### src/rtl/addsub_pkg.sv
package addsub_pkg;

    localparam int DATA_W  = 12;
    localparam int SLICE_W = 3;

    typedef enum logic [1:0] {
        OP_ADD = 2'b00,
        OP_ADC = 2'b01,
        OP_SUB = 2'b10,
        OP_SBB = 2'b11
    } op_e;

    // Effective carry into bit 0: A - B - c = A + ~B + (1 - c)
    function automatic logic eff_carry(input op_e op, input logic cy);
        logic c;
        case (op)
            OP_ADD:  c = 1'b0;
            OP_ADC:  c = cy;
            OP_SUB:  c = 1'b1;
            default: c = ~cy;
        endcase
        return c;
    endfunction

endpackage

### src/rtl/addsub_slice.sv
module addsub_slice #(
    parameter int SW = addsub_pkg::SLICE_W
) (
    input  logic [SW-1:0] a,
    input  logic [SW-1:0] b,
    input  logic          cin,
    output logic [SW-1:0] sum,
    output logic          cout
);

    logic [SW:0] c;
    assign c[0] = cin;

    for (genvar i = 0; i < SW; i++) begin : g_fa
        assign sum[i]  = a[i] ^ b[i] ^ c[i];
        assign c[i+1]  = (a[i] & b[i]) | (a[i] & c[i]) | (b[i] & c[i]);
    end

    assign cout = c[SW];

    // each slice is an exact SW-bit adder with carry
    always_comb begin
        p_slice_sum_r8: assert ({cout, sum} ==
                                ({1'b0, a} + {1'b0, b} + {{SW{1'b0}}, cin}))
            else $error("slice sum mismatch");
    end

endmodule

### src/rtl/addsub_ripple.sv
module addsub_ripple #(
    parameter int W  = addsub_pkg::DATA_W,
    parameter int SW = addsub_pkg::SLICE_W
) (
    input  logic [W-1:0] a,
    input  logic [W-1:0] b,
    input  logic         cin,
    output logic [W-1:0] sum,
    output logic         cout
);

    localparam int NSL = W / SW;

    logic [NSL:0] chain;
    assign chain[0] = cin;

    for (genvar s = 0; s < NSL; s++) begin : g_slice
        addsub_slice #(.SW(SW)) u_slice (
            .a    (a[s*SW +: SW]),
            .b    (b[s*SW +: SW]),
            .cin  (chain[s]),
            .sum  (sum[s*SW +: SW]),
            .cout (chain[s+1])
        );
    end

    assign cout = chain[NSL];

    // the whole chain behaves as one W-bit adder
    always_comb begin
        p_chain_sum_r8: assert ({cout, sum} ==
                                ({1'b0, a} + {1'b0, b} + {{W{1'b0}}, cin}))
            else $error("ripple chain mismatch");
    end

endmodule

### src/rtl/addsub_opsel.sv
module addsub_opsel
    import addsub_pkg::*;
#(
    parameter int W = addsub_pkg::DATA_W
) (
    input  logic [W-1:0] b_in,
    input  logic [1:0]   op,
    input  logic         cy,
    output logic [W-1:0] b_eff,
    output logic         c_eff
);

    op_e op_q;
    assign op_q  = op_e'(op);
    assign b_eff = op[1] ? ~b_in : b_in;
    assign c_eff = eff_carry(op_q, cy);

    // plain add and subtract codes pin the carry regardless of cy
    always_comb begin
        if (op_q == OP_ADD)
            p_ceff_add_r5: assert (c_eff == 1'b0) else $error("add ceff");
        if (op_q == OP_SUB)
            p_ceff_sub_r5: assert (c_eff == 1'b1) else $error("sub ceff");
    end

endmodule

### src/rtl/addsub12_unit.sv
module addsub12_unit
    import addsub_pkg::*;
#(
    parameter int W  = addsub_pkg::DATA_W,
    parameter int SW = addsub_pkg::SLICE_W
) (
    input  logic [W-1:0] opnd_a,
    input  logic [W-1:0] opnd_b,
    input  logic [1:0]   op_sel,
    input  logic         cy_in,
    output logic [W-1:0] result,
    output logic         carry_out,
    output logic         overflow
);

    localparam int MSB = W - 1;

    logic [W-1:0] b_eff;
    logic         c_eff;

    addsub_opsel #(.W(W)) u_opsel (
        .b_in  (opnd_b),
        .op    (op_sel),
        .cy    (cy_in),
        .b_eff (b_eff),
        .c_eff (c_eff)
    );

    addsub_ripple #(.W(W), .SW(SW)) u_ripple (
        .a    (opnd_a),
        .b    (b_eff),
        .cin  (c_eff),
        .sum  (result),
        .cout (carry_out)
    );

    // Same-sign operands with a flipped result sign
    assign overflow = (~opnd_a[MSB] & ~b_eff[MSB] &  result[MSB]) |
                      ( opnd_a[MSB] &  b_eff[MSB] & ~result[MSB]);

    always_comb begin
        // plain add against an independent sum
        if (op_sel == 2'b00)
            p_add_r1: assert ({carry_out, result} == ({1'b0, opnd_a} + {1'b0, opnd_b}))
                else $error("add result");
        // subtract as two's complement addition
        if (op_sel == 2'b10)
            p_sub_r3: assert ({carry_out, result} ==
                              ({1'b0, opnd_a} + {1'b0, ~opnd_b} + {{W{1'b0}}, 1'b1}))
                else $error("sub result");
        // operands of opposite sign never overflow
        if (opnd_a[MSB] != b_eff[MSB])
            p_no_overflow_r7: assert (!overflow) else $error("spurious overflow");
        // an overflow always shows a result sign unlike operand A
        if (overflow)
            p_ovf_sign_r6: assert (result[MSB] != opnd_a[MSB]) else $error("overflow sign");
    end

endmodule

### config.mk
export PLATFORM = sky130hd
export DESIGN_NAME = addsub12_unit
export DESIGN_NICKNAME = d
export VERILOG_FILES = /design/src/rtl/addsub_pkg.sv /design/src/rtl/addsub_slice.sv /design/src/rtl/addsub_ripple.sv /design/src/rtl/addsub_opsel.sv /design/src/rtl/addsub12_unit.sv
export SDC_FILE = /design/constraint.sdc
export NUM_CORES = 1
export LEC_CHECK = 0
export ABC_CLOCK_PERIOD_IN_PS = 23700
export BUFFER_PORTS_ARGS = -buffer_cell sky130_fd_sc_hd__buf_2
export CAP_MARGIN = 20
export CORE_AREA = 8 8 45 47
export DETAILED_ROUTE_END_ITERATION = 16
export DIE_AREA = 0 0 53 55
export PLACE_DENSITY_LB_ADDON = 0.1
export SLEW_MARGIN = 20
export SYNTH_ARGS = -nofsm -noshare
export SYNTH_HDL_FRONTEND = slang
export SYNTH_SLANG_ARGS = --single-unit
### constraint.sdc
create_clock -name vclk -period 23.7
set_clock_uncertainty 0.05 [all_clocks]
set_input_delay 4.74 -clock vclk [all_inputs]
set_output_delay 4.74 -clock vclk [all_outputs]
set_load 0.01 [all_outputs]
==> results of run 1 <==
## per-layer routing
layer | global-route usage | vias to the layer above | part of all wire
met5 | 0 | - | 0
met4 | 0 | 0 | 0
met3 | 0.0107 | 0 | 0.11
met2 | 0.125 | 22 | 0.50
met1 | 0.0961 | 188 | 0.39
li1 | - | 218 | -
## cell usage after synthesis
| cell type | number | area (um2) |
|---|---|---|
| buf_12 | 1 | 20.0 |
| buf_6 | 1 | 11.3 |
| fa_1 | 12 | 240 |
| ha_1 | 2 | 25.0 |
| inv_1 | 24 | 90.1 |
| mux2_2 | 1 | 11.3 |
| nand2_1 | 1 | 3.75 |
| xnor2_1 | 11 | 96.3 |
| xor2_1 | 2 | 17.5 |
## how the worst max path moves through the flow
stage | slack, ns | to | cells after the start | start
floorplan | 8.92 | overflow | 18 | op_sel[1]
global placement | 8.58 | overflow | 18 | op_sel[1]
detailed placement | 8.50 | overflow | 18 | op_sel[1]
CTS | 8.49 | overflow | 18 | op_sel[1]
global route | 8.27 | overflow | 18 | op_sel[1]
finish | 8.54 | overflow | 18 | op_sel[1]
## cells in the final DEF, fill, tap and decap left out
cell / n
buf_2: 41
inv_1: 24
fa_1: 12
xnor2_1: 11
xor2_1: 2
ha_1: 2
nand2_1: 1
mux2_2: 1
## cell families after synthesis
kind of cell | share of synthesized area
muxes | 0.0218
buffers and inverters | 0.235
xor gates and xnor gates | 0.221
and+or+nand+nor | 0.00727
adders and majority gates | 0.515
## worst max-delay path, delay by kind of cell
kind | cells | cell delay [ns]
adders and majority gates | 12 | 4.54
buffers and inverters | 4 | 0.57
muxes | 1 | 0.28
xor gates and xnor gates | 1 | 0.23
## per-stage QoR
stage	hold slack, ns	area [um2]
floorplan	9.62	515
global placement	9.80	709
detailed placement	9.80	709
CTS	9.80	709
global route	9.82	709
finish	9.79	709
## cell type report
cell class         count  area [um2]
repair buffers        41         205
fillers              147         674
inverters             24        90.1
multi-input cells     29         394
well taps             16        20.0
## report_power, final
group / total (W) / internal [W] / switching (W)
clock: 0 / 0 / 0
sequential: 0 / 0 / 0
combinational: 0.0000252 / 0.0000119 / 0.0000133
total: 0.0000252 / 0.0000119 / 0.0000133
==> qor.txt, run 1 <==
Run status -> completed
Die ar. -> 2920 um2
IO Port Bufs -> 41
Row count -> 14
Via count -> 428
Post-CTS Resized -> 0
Worst hold path depth -> 3
FFs & Latches -> 0
Postcts setup bufs -> 0
Area Growth Syn to Fin -> 37.6%
RSZ-0062 raised after global routing -> no
Vias/cell -> 3.89
Gr usage total -> 0.0715
Syn. warnings -> 0
Diode count -> 0
Yosys cell types -> 9
Most used cell, CP -> fa_1
Die width -> 53 um
Vias in the first global route -> 441
Wire per inst -> 9.71 um
Post-Syn Instances -> 55
Power per Cell Area -> 35.6 nW/um2
Startpoint Class -> primary input
Layout cells sized above 1 -> 0.447
Largest net degree at the start of global routing -> 14
Worst hold endpoint -> result[0]
Setup TNS -> 0 ns
Wirelength, routed -> 1.07 mm
Fin crit period -> 15.16 ns
Final std cells w/o fill -> 110
DRT antenna net count -> 0
Final core area utilization -> 0.513
1st-iter DRT viols -> 5
Die Span Y -> 55 um
Initial Util -> 0.373
Register area -> 0 um2
Register area share after synthesis -> 0
Hold Buf Count CTS -> 0
Tot Pwr -> 0.0000252 W
Critical path cell sequence -> buf_2 -> xor2_1 -> fa_1 -> inv_1 -> fa_1 -> fa_1 -> fa_1 -> fa_1 -> fa_1 -> fa_1 -> fa_1 -> fa_1 -> fa_1 -> fa_1 -> inv_1 -> fa_1 -> mux2_2 -> buf_2
Core ar. -> 1380 um2
Final Hold Vio Count -> 0
Worst path arrival time -> 10.37 ns
I/O pin count -> 41
Leakage power -> 0.432 nW
Pins Over Slew Limit -> 0
GR Overflow Total -> 0
Residual DRC -> 0
Max stage delay cell, worst path -> fa_1
Slowest stage delay, CP -> 0.42 ns
Post-Place Cells -> 110
CLK BUF -> 0
Syn_area_per_cell -> 9.37 um2
First-pass GRT wire length -> 1.73 mm
Worst-path maximum fanout -> 13
Worst Hold Class -> in -> out
Setup ws final -> 8.54 ns
CP Class -> in -> out
Syn nets -> 96
Final nets -> 137
Cell Area, Synth -> 515 um2
Placer Congestion -> 0.667
Finish-stage setup viols -> 0
Pre-CTS setup slack -> 8.50 ns
Peak VDD IR -> 0.0162 mV
Pre-Repair DR Iteration Count -> 2
Setup crit end kind -> output pin
Antenna violations before repair -> 0
Slew at the pin closest to its max-slew limit -> 0.360 ns
Final Cycle Share -> 0.640
Post-detail-place hpwl -> 1.04 mm
Req. time, crit path -> 18.91 ns
Relative slew slack -> 0.760
Max Cap Violations -> 0
Worst Hold Launch -> opnd_a[0]
Fmax achieved -> 66.0 MHz
Note: power is estimated with default switching activity, not from simulation.
==> run 2: changes to the inputs <==
Settings changed: ABC_CLOCK_PERIOD_IN_PS 23700 to 15300.
Clock period 23.7 ns to 15.3 ns, I/O delays scaled along.
==> run 2 against run 1 <==
  * Die area did not move
  * Combinational power increased by 55%
  * Total power rose by 55%
  * Hold slack got worse by 3.4 ns
  * Critical path depth stayed put
  * Critical endpoint unchanged
  * Clock-buffer cell count is the same
==> qor.txt, run 2 (synthesis gave the netlist of run 1 again) <==
Clock power frac -> 0 (about the same)
Final Cycle Share -> 0.768
Die width -> 53 um (unchanged)
Area Growth Syn to Fin -> 37.6% (unchanged)
Metal1 wirelength -> 417 um (was 420 um)
Post-Place Cells -> 110 (unchanged)
Worst Hold Class -> in -> out (unchanged)
Sequential share of power -> 0 (about the same)
Power per Cell Area -> 55.1 nW/um2 (was 35.6 nW/um2)
Pins Over Slew Limit -> 0 (unchanged)
Run status -> completed (unchanged)
Worst path arrival time -> 8.64 ns (was 10.37 ns)
Fin crit period -> 11.75 ns
Initial Util -> 0.373 (unchanged)
Worst hold endpoint -> result[0] (unchanged)
Startpoint Class -> primary input (unchanged)
First-pass GRT wire length -> 1.74 mm (was 1.73 mm)
Via count -> 435 (was 428)
Row count -> 14 (unchanged)
CLK BUF -> 0 (unchanged)
Worst-path maximum fanout -> 13 (unchanged)
Diode count -> 0 (unchanged)
Residual DRC -> 0 (unchanged)
DR top layer -> met3 (unchanged)
IO Port Bufs -> 41 (unchanged)
Die ar. -> 2920 um2 (unchanged)
Largest net degree at the start of global routing -> 14 (unchanged)
Setup TNS -> 0 ns (unchanged)
Worst hold path depth -> 3 (unchanged)
Area of the multi-input gates -> 394 um2 (unchanged)
Combinational Power Share -> 1.000 (about the same)
Placer Congestion -> 0.660 (was 0.667)
Max Cap Violations -> 0 (unchanged)
Met3 WL post-DR -> 141 um (was 118 um)
Die Span Y -> 55 um (unchanged)
Layout cells sized above 1 -> 0.447 (unchanged)
Internal power -> 0.0000184 W (was 0.0000119 W)
Slew at the pin closest to its max-slew limit -> 0.367 ns (was 0.360 ns)
Setup crit end kind -> output pin (unchanged)
Gr usage total -> 0.0716 (was 0.0715)
Final std cells w/o fill -> 110 (unchanged)
Finish-stage setup viols -> 0 (unchanged)
Peak VDD IR -> 0.0270 mV (was 0.0162 mV)
Vias in the first global route -> 447 (was 441)
Final nets -> 137 (unchanged)
Min Hold Slack -> 6.44 ns (was 9.79 ns)
Final Hold Vio Count -> 0 (unchanged)
Net Sw Frac -> 0.528 (was 0.529)
Most common cell after layout, fill and taps aside -> buf_2 (unchanged)
Fillers -> 132 (was 147)
Final core area utilization -> 0.513 (unchanged)
Wirelength, routed -> 1.09 mm (was 1.07 mm)
CP Class -> in -> out (unchanged)
I/O pin count -> 41 (unchanged)
Req. time, crit path -> 12.19 ns (was 18.91 ns)
Fmax achieved -> 85.1 MHz
Postcts setup bufs -> 0 (unchanged)
Pre-Repair DR Iteration Count -> 2 (unchanged)
1st-iter DRT viols -> 3 (was 5)
Register area -> 0 um2 (unchanged)
GR Overflow Total -> 0 (unchanged)
Leakage power -> 0.432 nW (unchanged)
Post-detail-place hpwl -> 1.04 mm (about the same)
FFs & Latches -> 0 (unchanged)
WL met2 -> 534 um (was 529 um)
DRT antenna net count -> 0 (unchanged)
Net Sw Power -> 0.0000207 W (was 0.0000133 W)
Antenna violations before repair -> 0 (unchanged)
Worst Hold Launch -> opnd_a[0] (unchanged)
Relative slew slack -> 0.755 (was 0.760)
Leading cell types in the layout, fill and taps excluded -> buf_2, inv_1, fa_1, xnor2_1 (unchanged)
Core ar. -> 1380 um2 (unchanged)
Post-CTS Resized -> 0 (unchanged)
Tot Pwr -> 0.0000391 W (was 0.0000252 W)
Hold Buf Count CTS -> 0 (unchanged)
RSZ-0062 raised after global routing -> no (unchanged)
Wire per inst -> 9.94 um (was 9.71 um)
Vias/cell -> 3.95 (was 3.89)
run 2: cell counts in the layout (fill, tap and decap cells not counted):
No cell type changed its count.
run 2: metal layers:
metal / global-route usage / up-vias
li1: - / 218
met1: 0.0932 / 195
met4: 0 / 0
met2: 0.125 / 22
met3: 0.0160 / 0
met5: 0 / -
run 2: final cells by class:
cell class | instances | share of cell area
Multi-Input combinational cell | 29 | 0.556
Inverter | 24 | 0.127
Timing Repair Buffer | 41 | 0.289
Tap cell | 16 | 0.0282
run 2: how the worst max path moves through the flow:
stage	from	slack [ns]	end	cells past startpoint
after floorplan	op_sel[1]	3.88	overflow	18
after global placement	op_sel[1]	3.54	overflow	18
after detailed placement	op_sel[1]	3.50	overflow	18
after CTS	op_sel[1]	3.50	overflow	18
after global routing	op_sel[1]	3.31	overflow	18
final	op_sel[1]	3.55	overflow	18
run 2: power groups by stage:
stage / clock network (W) / registers [W] / logic, W
6_report: 0 / 0 / 0.0000391
5_1_grt: 0 / 0 / 0.0000443
4_1_cts: 0 / 0 / 0.0000404
3_5_place_dp: 0 / 0 / 0.0000403
3_3_place_gp: 0 / 0 / 0.0000397
2_1_floorplan: 0 / 0 / 0.0000249
run 2: per-stage QoR:
step	setup slack, ns	cell area [um2]
3_3_place_gp	3.54	709
5_1_grt	3.31	709
4_1_cts	3.50	709
2_1_floorplan	3.88	515
3_5_place_dp	3.50	709
6_report	3.55	709
run 2: worst max-delay path, stage by stage:
cell	delay [ns]
buf_2	0.32
xor2_1	0.23
fa_1	0.19
inv_1	0.05
fa_1	0.38
fa_1	0.39
fa_1	0.39
fa_1	0.38
fa_1	0.39
fa_1	0.39
fa_1	0.40
fa_1	0.40
fa_1	0.39
fa_1	0.37
inv_1	0.07
fa_1	0.42
mux2_2	0.28
buf_2	0.14
